## src/rtl/i2c_ar_pkg.sv

```systemverilog
package i2c_ar_pkg;

    typedef enum logic [1:0] {
        AR_IDLE,
        AR_FIRST,
        AR_SECOND,
        AR_DONE
    } ar_state_e;

    typedef struct packed {
        logic hdr10;
        logic hdr_hit;
        logic own7_hit;
        logic gcall_hit;
        logic low_hit;
    } ar_hits_t;

endpackage

```

## src/rtl/ar_mask_cmp.sv

```systemverilog
module ar_mask_cmp #(
    parameter int W = 8
) (
    input  logic [W-1:0] rx_i,
    input  logic [W-1:0] ref_i,
    input  logic [W-1:0] dc_i,
    output logic         hit_o
);

    logic [W-1:0] bit_ok;

    for (genvar i = 0; i < W; i++) begin : g_bit
        assign bit_ok[i] = dc_i[i] | (rx_i[i] ~^ ref_i[i]);
    end

    assign hit_o = &bit_ok;

endmodule

```

## src/rtl/ar_decode.sv

```systemverilog
module ar_decode
    import i2c_ar_pkg::*;
#(
    parameter int ADDR_W = 10,
    parameter int BYTE_W = 8
) (
    input  logic [BYTE_W-1:0] rx_byte_i,
    input  logic [ADDR_W-1:0] own_addr_i,
    input  logic [ADDR_W-1:0] addr_mask_i,
    input  logic              gc_en_i,
    input  logic              ten_bit_en_i,
    output ar_hits_t          hits_o
);

    localparam int HI_W  = ADDR_W - BYTE_W;
    localparam int SEV_W = BYTE_W - 1;
    localparam int HDR_W = SEV_W - HI_W;
    localparam logic [HDR_W-1:0] HDR_PAT = {{(HDR_W-1){1'b1}}, 1'b0};

    logic hi_hit, sev_hit, lo_hit;

    ar_mask_cmp #(.W(HI_W)) u_cmp_hi (
        .rx_i  (rx_byte_i[HI_W:1]),
        .ref_i (own_addr_i[ADDR_W-1 -: HI_W]),
        .dc_i  (addr_mask_i[ADDR_W-1 -: HI_W]),
        .hit_o (hi_hit)
    );

    ar_mask_cmp #(.W(SEV_W)) u_cmp_sev (
        .rx_i  (rx_byte_i[BYTE_W-1:1]),
        .ref_i (own_addr_i[SEV_W-1:0]),
        .dc_i  (addr_mask_i[SEV_W-1:0]),
        .hit_o (sev_hit)
    );

    ar_mask_cmp #(.W(BYTE_W)) u_cmp_lo (
        .rx_i  (rx_byte_i),
        .ref_i (own_addr_i[BYTE_W-1:0]),
        .dc_i  (addr_mask_i[BYTE_W-1:0]),
        .hit_o (lo_hit)
    );

    always_comb begin
        hits_o.hdr10     = ten_bit_en_i && (rx_byte_i[BYTE_W-1 -: HDR_W] == HDR_PAT);
        hits_o.hdr_hit   = hi_hit;
        hits_o.own7_hit  = sev_hit;
        hits_o.gcall_hit = gc_en_i && (rx_byte_i == '0);
        hits_o.low_hit   = lo_hit;
    end

endmodule

```

## src/rtl/ar_fsm.sv

```systemverilog
module ar_fsm
    import i2c_ar_pkg::*;
(
    input  logic     clk,
    input  logic     rst_n,
    input  logic     start_i,
    input  logic     stop_i,
    input  logic     byte_vld_i,
    input  logic     rx_lsb_i,
    input  ar_hits_t hits_i,
    output logic     ack_vld_o,
    output logic     ack_o,
    output logic     selected_o,
    output logic     rw_o,
    output logic     gen_call_o
);

    ar_state_e state_q, state_d;
    logic vld_d, ack_d, sel_d, rw_d, gc_d;

    always_comb begin
        state_d = state_q;
        vld_d   = 1'b0;
        ack_d   = 1'b0;
        sel_d   = selected_o;
        rw_d    = rw_o;
        gc_d    = gen_call_o;
        if (start_i || stop_i) begin
            state_d = start_i ? AR_FIRST : AR_IDLE;
            sel_d   = 1'b0;
            rw_d    = 1'b0;
            gc_d    = 1'b0;
        end else if (byte_vld_i) begin
            unique case (state_q)
                AR_FIRST: begin
                    vld_d = 1'b1;
                    if (hits_i.hdr10) begin
                        ack_d   = hits_i.hdr_hit;
                        sel_d   = hits_i.hdr_hit;
                        state_d = hits_i.hdr_hit ? AR_SECOND : AR_DONE;
                    end else if (hits_i.own7_hit || hits_i.gcall_hit) begin
                        ack_d   = 1'b1;
                        sel_d   = 1'b1;
                        rw_d    = rx_lsb_i;
                        gc_d    = hits_i.gcall_hit;
                        state_d = AR_DONE;
                    end else begin
                        state_d = AR_DONE;
                    end
                end
                AR_SECOND: begin
                    vld_d   = 1'b1;
                    ack_d   = hits_i.low_hit;
                    sel_d   = hits_i.low_hit;
                    state_d = AR_DONE;
                end
                AR_IDLE, AR_DONE: begin
                    state_d = state_q;
                end
            endcase
        end
    end

    always_ff @(posedge clk or negedge rst_n) begin
        if (!rst_n) state_q <= AR_IDLE;
        else        state_q <= state_d;
    end

    always_ff @(posedge clk or negedge rst_n) begin
        if (!rst_n) begin
            ack_vld_o  <= 1'b0;
            ack_o      <= 1'b0;
            selected_o <= 1'b0;
            rw_o       <= 1'b0;
            gen_call_o <= 1'b0;
        end else begin
            ack_vld_o  <= vld_d;
            ack_o      <= ack_d;
            selected_o <= sel_d;
            rw_o       <= rw_d;
            gen_call_o <= gc_d;
        end
    end

endmodule

```

## src/rtl/i2c_addr_recog.sv

```systemverilog
module i2c_addr_recog
    import i2c_ar_pkg::*;
#(
    parameter int ADDR_W = 10,
    parameter int BYTE_W = 8
) (
    input  logic              clk,
    input  logic              rst_n,
    input  logic              start_i,
    input  logic              stop_i,
    input  logic              byte_vld_i,
    input  logic [BYTE_W-1:0] byte_i,
    input  logic [ADDR_W-1:0] own_addr_i,
    input  logic [ADDR_W-1:0] addr_mask_i,
    input  logic              gc_en_i,
    input  logic              ten_bit_en_i,
    output logic              ack_vld_o,
    output logic              ack_o,
    output logic              selected_o,
    output logic              rw_o,
    output logic              gen_call_o
);

    ar_hits_t hits;

    ar_decode #(.ADDR_W(ADDR_W), .BYTE_W(BYTE_W)) u_decode (
        .rx_byte_i    (byte_i),
        .own_addr_i   (own_addr_i),
        .addr_mask_i  (addr_mask_i),
        .gc_en_i      (gc_en_i),
        .ten_bit_en_i (ten_bit_en_i),
        .hits_o       (hits)
    );

    ar_fsm u_fsm (
        .clk        (clk),
        .rst_n      (rst_n),
        .start_i    (start_i),
        .stop_i     (stop_i),
        .byte_vld_i (byte_vld_i),
        .rx_lsb_i   (byte_i[0]),
        .hits_i     (hits),
        .ack_vld_o  (ack_vld_o),
        .ack_o      (ack_o),
        .selected_o (selected_o),
        .rw_o       (rw_o),
        .gen_call_o (gen_call_o)
    );

endmodule

```

## config.mk

```make
export PLATFORM = sky130hd
export DESIGN_NAME = i2c_addr_recog
export DESIGN_NICKNAME = d
export VERILOG_FILES = /design/src/rtl/i2c_ar_pkg.sv /design/src/rtl/ar_mask_cmp.sv /design/src/rtl/ar_decode.sv /design/src/rtl/ar_fsm.sv /design/src/rtl/i2c_addr_recog.sv
export SDC_FILE = /design/constraint.sdc
export NUM_CORES = 1
export LEC_CHECK = 0
export ABC_AREA = 1
export BUFFER_PORTS_ARGS = -buffer_cell sky130_fd_sc_hd__buf_2
export CORE_MARGIN = 10
export CORE_UTILIZATION = 50
export CTS_CLUSTER_DIAMETER = 40
export DETAILED_ROUTE_END_ITERATION = 7
export HOLD_SLACK_MARGIN = 0.12
export PLACE_DENSITY_LB_ADDON = 0.08
export SLEW_MARGIN = 10
export SYNTH_ARGS = -nofsm -noshare
export SYNTH_HDL_FRONTEND = slang
export SYNTH_HIERARCHICAL = 1
export SYNTH_SLANG_ARGS = --single-unit
```

## constraint.sdc

```tcl
create_clock -name clk -period 1.9 [get_ports clk]
set_input_delay 0.19 -clock clk [delete_from_list [all_inputs] [get_ports clk]]
set_output_delay 0.19 -clock clk [all_outputs]
set_load 0.005 [all_outputs]
```

# Word level (Yosys, flattened, before mapping)
# Index checks and enable logic that the tools add are counted.
[classes] shifts=0 eq_ne=7 mux=29 n_addsub=0 n_bitwise=34 reduce_logical=18 mul=0 n_lt_le_gt_ge=0 div_mod_pow=0
[ops] op="$mux 1" count=23
[ops] op="$or 1x1->1" count=17
[ops] op="$xnor 1x1->1" count=17
[ops] op="$logic_not 8->1" count=1
[ops] op="$reduce_and 8->1" count=1
[ops] op="$reduce_and 7->1" count=1
[ops] op="$mux 2" count=3
[ops] op="$reduce_bool 2->1" count=3
[ops] op="$eq 5x5->1 const B" count=1
[ops] op="$eq 2x2->1 const B" count=2
[ops] op="$ne 2x1->1 const B" count=2
[ops] op="$ne 4x2->1 const B" count=1
[ops] op="$pmux 1 s2" count=2
[ops] op="$pmux 2 s2" count=1
[ops] op="$reduce_and 2->1" count=2
[ops] op="$reduce_and 4->1" count=1
[ops] op="$reduce_or 2->1" count=2
[ops] op="$reduce_and 3->1" count=1
[ops] op="$reduce_bool 3->1" count=1
[ops] op="$eq 2x1->1 const B" count=1
[ops] op="$logic_and 1x1->1" count=2
[ops] op="$logic_not 2->1" count=1
[ops] op="$logic_or 1x1->1" count=2
[word_totals] output_inout_bits=5 mem_count=0 mem_bits_rw=0 romBits=0 latch_bits=0 wordCells=94 inputBits=35 regBits=7

# Depth between registers and ports, before layout
[depth] depth_word=9 depth_mapped=15 depth_no_buf=14

# By module
# Netlist, hierarchy kept.
[by_module_without_submodules] module="ar_fsm" seq_area_each_um2=175.2 cells_per_inst=56 area_each_um2=409.1 instances=1
[by_module_without_submodules] module="ar_mask_cmp at u_decode.u_cmp_lo" seq_area_each_um2=0.0 cells_per_inst=53 area_each_um2=206.4 instances=1
[by_module_without_submodules] module="ar_mask_cmp at u_decode.u_cmp_sev" seq_area_each_um2=0.0 cells_per_inst=40 area_each_um2=173.9 instances=1
[by_module_without_submodules] module="ar_decode" seq_area_each_um2=0.0 cells_per_inst=14 area_each_um2=67.6 instances=1
[by_module_without_submodules] module="ar_mask_cmp at u_decode.u_cmp_hi" seq_area_each_um2=0.0 cells_per_inst=11 area_each_um2=41.3 instances=1

# Worst setup path before layout
# OpenSTA, ideal clock, no wires.
[synth_path] path_kind="input -> register" from="in own_addr_i[6]" to="reg u_fsm.gen_call_o" setup_ns=0.121 slack_ns=0.727 required_ns=1.779 path_stages=10 arrival_ns=1.053 n_path_buf=1 path_cell_list="or2_0 nand2_1 nand3_1 nor2_1 buf_4 nor2_1 o21ai_1 nand2_2 nand2_1 o21ai_1"
[synth_between] elab_chain_len=6
[synth_lines] element="start, declared" line="i2c_addr_recog.sv:13" text="input logic [ADDR_W-1:0] own_addr_i,"
[synth_lines] element="$xnor 1x1->1" line="ar_mask_cmp.sv:13" text="assign bit_ok[i] = dc_i[i] | (rx_i[i] ~^ ref_i[i]);"
[synth_lines] element="$or 1x1->1" line="ar_mask_cmp.sv:13"
[synth_lines] element="$reduce_and 7->1" line="ar_mask_cmp.sv:16" text="assign hit_o = &bit_ok;"
[synth_lines] element="via u_decode.sev_hit" line="ar_decode.sv:20" text="logic hi_hit, sev_hit, lo_hit;"
[synth_lines] element="$logic_or 1x1->1" line="ar_fsm.sv:41" text="end else if (hits_i.own7_hit || hits_i.gcall_hit) begin"
[synth_lines] element="$reduce_bool 2->1 (no line)"
[synth_lines] element="$reduce_and 4->1 (no line)"
[synth_lines] element="end signal, assigned" line="ar_fsm.sv:81" text="gen_call_o <= gc_d;"
[synth_lines] element="end, declared" line="ar_fsm.sv:15" text="output logic gen_call_o"
# The timed path passes the listed nets, and every way through them passes these cells.
# A chain may end at the register's enable or synchronous reset.

# Worst setup path after layout
[layout_path] from="reg u_fsm.state_q[0]" to="reg u_fsm.selected_o"
[layout_between] elab_chain_len=4 word_cells_on_any_way=8 cone_classes="eq/ne: 3; mux: 3; reduce/logical: 2"
[layout_lines] element="start, declared" line="ar_fsm.sv:18" text="ar_state_e state_q, state_d;"
[layout_lines] element="start signal, assigned" line="ar_fsm.sv:66" text="else state_q <= state_d;"
[layout_lines] element="$eq 2x2->1 or $eq 2x1->1 (tied branches)" line="ar_fsm.sv:34" text="unique case (state_q)"
[layout_lines] element="$pmux 1 s2" line="ar_fsm.sv:34"
[layout_lines] element="$mux 1" line="ar_fsm.sv:33" text="end else if (byte_vld_i) begin"
[layout_lines] element="$mux 1" line="ar_fsm.sv:28" text="if (start_i || stop_i) begin"
[layout_lines] element="end signal, assigned" line="ar_fsm.sv:79" text="selected_o <= sel_d;"
[layout_lines] element="end, declared" line="ar_fsm.sv:13" text="output logic selected_o,"
# Parallel ways exist; a longest one is shown, timed or not. The select of a mux whose other input is x is not followed.

==> qor.txt <==
Run status - finished clean
Unrepaired setup endpoints after global routing - no
Combinational power share - 0.375
Total grt overflow - 0
Initial antenna violation count - 0
Post-CTS setup buffer count - 0
Min-delay worst type - in2reg
Diodes inserted - 0
Yosys top cell area share - 0.234
Total power - 0.000474 W
Number of max-capacitance violations reported - 0
Die Width - 62.4 µm
Top fanout value on the critical path - 3
Count of cells along the worst hold path - 3
Average wire per cell in the routed design - 9.39 µm
Total routing resource utilization after global routing - 0.113
Share of the cycle needed by the critical path after routing - 0.639
Share of cells above drive strength 1 - 0.233
CTS tree - yes
Initial core utilization - 0.526
Mean cell area of the mapped netlist - 5.16 µm²
Switch Pwr - 0.000160 W
Yosys warns - 6
Global-route wire length before repair - 3850 µm
Number of vias per cell - 4.39
Number of buffer cells added on primary ports - 39
Power share of the clock group - 0.283
Sequential share of the synthesized area - 0.195
Worst setup path start - u_fsm/state_q[0]
Weighted congestion at the end of routability-driven global placement - 0.816
Leakage power - 0.763 nW
Required time of the critical path - 2040 ps
Utilization after layout - 0.667
Net Count, Synth - 211
Int Power - 0.000314 W
Shortest period the worst path allows - 1210 ps
Sw Share - 0.338
Slowest cell on the critical path - sky130_fd_sc_hd__dfrtp_1
Number of synthesized register bits - 7
Post-Route Setup TNS - 0 ps
Slew at the pin with the worst max-slew slack - 286 ps
Post-synth cell types - 19
Initial DRT Pass Iterations - 4
Worst setup SP type - flip-flop
I/O pins - 40
Number of pins with negative max-slew slack in the final report - 0
Type of element capturing the critical path - flip-flop
Critical path destination - u_fsm/selected_o
Vias - 1054
Peak supply drop - 0.197 mV
Library cell with the largest summed area after synthesis - sky130_fd_sc_hd__nand2_1
Fraction of registers with async set/reset - 1.00
Most used standard cells in the synthesized netlist - sky130_fd_sc_hd__nand2_1, sky130_fd_sc_hd__inv_1, sky130_fd_sc_hd__nor2_1, sky130_fd_sc_hd__nand3_1, sky130_fd_sc_hd__dfrtp_1
Cells after synthesis - 174
Netlist area before placement - 898 µm²
Setup Slack @ Placement - 587 ps
Capture instance of the worst register-to-register path - u_fsm/selected_o
Cell with the most instances on the worst path - sky130_fd_sc_hd__nand2_1
Vias in the first global route - 973
Total die area - 0.00389 mm²
Clock transition at the registers of the reported paths - 50 ps
Setup slack of the worst register-to-register path - 690 ps
Detail Route Antenna Nets - 0
Clock tree sinks - 7
Number of nets in the layout - 253
Root Buffer - sky130_fd_sc_hd__clkbuf_4
Top flip-flop cell by instance count after synthesis - sky130_fd_sc_hd__dfrtp_1
Number of cell instances on the worst register-to-register path - 9
Stage delay of the slowest cell on the critical path - 390 ps
Std cell rows - 15
Layout fillers - 174
Final worst setup slack - 687 ps
DRC violation count after routing - 0
Most instantiated library cell after synthesis - sky130_fd_sc_hd__nand2_1
Total power per unit cell area - 416 mW/mm²
Core area - 0.00171 mm²
Layout Area Growth over Synthesis - 26.7%
Worst max-slew margin expressed relative to the limit - 0.808
Maximum clock skew at final layout - 4.23 ps
Number of buffers inserted during clock tree synthesis - 3
Highest achievable clock rate - 824 MHz
Number of buffers on the longest clock path - 2
CP Cell Sequence - inv_1, ha_1, inv_2, nor2_1, nor2_1, nand2_1, nand2_1, nand2_1, nand2_1
Final setup violation count - 0
Top post-synthesis cells by area - sky130_fd_sc_hd__nand2_1, sky130_fd_sc_hd__dfrtp_1, sky130_fd_sc_hd__inv_1
Worst hold slack - 233 ps
Final wirelength - 2250 µm
First-iteration detailed-routing DRC count - 25
Placed wire-length estimate after detailed placement - 1980 µm
Launch instance of the worst register-to-register path - u_fsm/state_q[0]
Number of enable-type register cells in the synthesized netlist - 0
Worst Setup Path Type - reg2reg
Pin count of the biggest net entering global routing - 8
Signal arrival time at the worst endpoint - 1350 ps
Sequential power share - 0.342
Number of H-tree levels - 1
Die Span Y - 62.4 µm
PostCTS Resize Cnt - 0
Clock latency reported for the late side of the worst-skew pair - 250 ps
Fin. Hold Viols - 0
## logic make-up after synthesis
group | synth area share
and+or+nand+nor | 0.517
DFF | 0.195
adders and majority gates | 0.0279
AOI/OAI and AO/OA | 0.0557
buffers and inverters | 0.205
## placed cells by master, fill, tap and decap left out, drive strengths merged
cell,n
o211ai,1
nand3,12
clkinv,1
a21oi,2
ha,2
nand3b,1
o21ai,5
nor2,37
nand4,1
a22oi,1
dfrtp,7
buf,39
inv,42
clkbuf,4
dlygate4sd3,1
nand2,58
or2,1
## worst min-delay path by stage
stage               from               end  slack [ps]
2_1_floorplan      rst_n       u_fsm/ack_o        -110
4_1_cts        byte_i[0]        u_fsm/rw_o         230
3_5_place_dp       rst_n  u_fsm/gen_call_o          30
6_report       byte_i[0]        u_fsm/rw_o         230
3_3_place_gp       rst_n  u_fsm/selected_o          20
5_1_grt        byte_i[0]        u_fsm/rw_o         250
## per-layer routing
| metal | GRT usage | wire length (µm) | up-vias | share of wire |
|---|---|---|---|---|
| li1 | - | - | 586 | - |
| met1 | 0.144 | 1140 | 440 | 0.51 |
| met2 | 0.187 | 1040 | 28 | 0.46 |
| met3 | 0.0108 | 73 | 0 | 0.032 |
| met4 | 0.0503 | 0 | 0 | 0 |
| met5 | 0 | 0 | - | 0 |
## power by group through the flow
stage / clock (W) / sequential, W / combinational (W)
final: 0.000134 / 0.000162 / 0.000178
after floorplan: 0 / 0.000164 / 0.000106
after global routing: 0.000149 / 0.000163 / 0.000206
after global placement: 0 / 0.000164 / 0.000172
after detailed placement: 0 / 0.000164 / 0.000177
after CTS: 0.000137 / 0.000162 / 0.000180
## flip-flops by register name, summed over array words and instances (netlist names)
| register | flops |
|---|---|
| u_fsm/ack_o | 1 |
| u_fsm/rw_o | 1 |
| u_fsm/state_q | 2 |
| u_fsm/ack_vld_o | 1 |
| u_fsm/selected_o | 1 |
| u_fsm/gen_call_o | 1 |
## area by class of cell
cell class / count / area, µm² / area share
Tap cell: 25 / 31.3 / 0.0275
Multi-Input combinational cell: 121 / 539 / 0.474
Sequential cell: 7 / 175 / 0.154
Timing Repair Buffer: 40 / 205 / 0.180
Inverter: 43 / 161 / 0.142
Clock buffer: 4 / 26.3 / 0.0231
## worst max-delay path: cells and delay by family (launching register included)
| kind | cells | cell delay (ps) |
|---|---|---|
| simple gates | 6 | 400 |
| fa+ha+maj | 1 | 200 |
| buf+inv | 2 | 120 |
| flops | 1 | 390 |
## stage by stage
step                std cells  cell area (µm²)
floorplan                 174              898
global placement          235             1100
detailed placement        235             1100
CTS                       240             1140
global route              240             1140
finish                    240             1140
## repair_timing
action,in CTS,in global routing
endpoints found under the hold margin,7,0
setup endpoints to repair,0,0
hold buffers,1,0
Note: power is estimated with default switching activity, not from simulation.
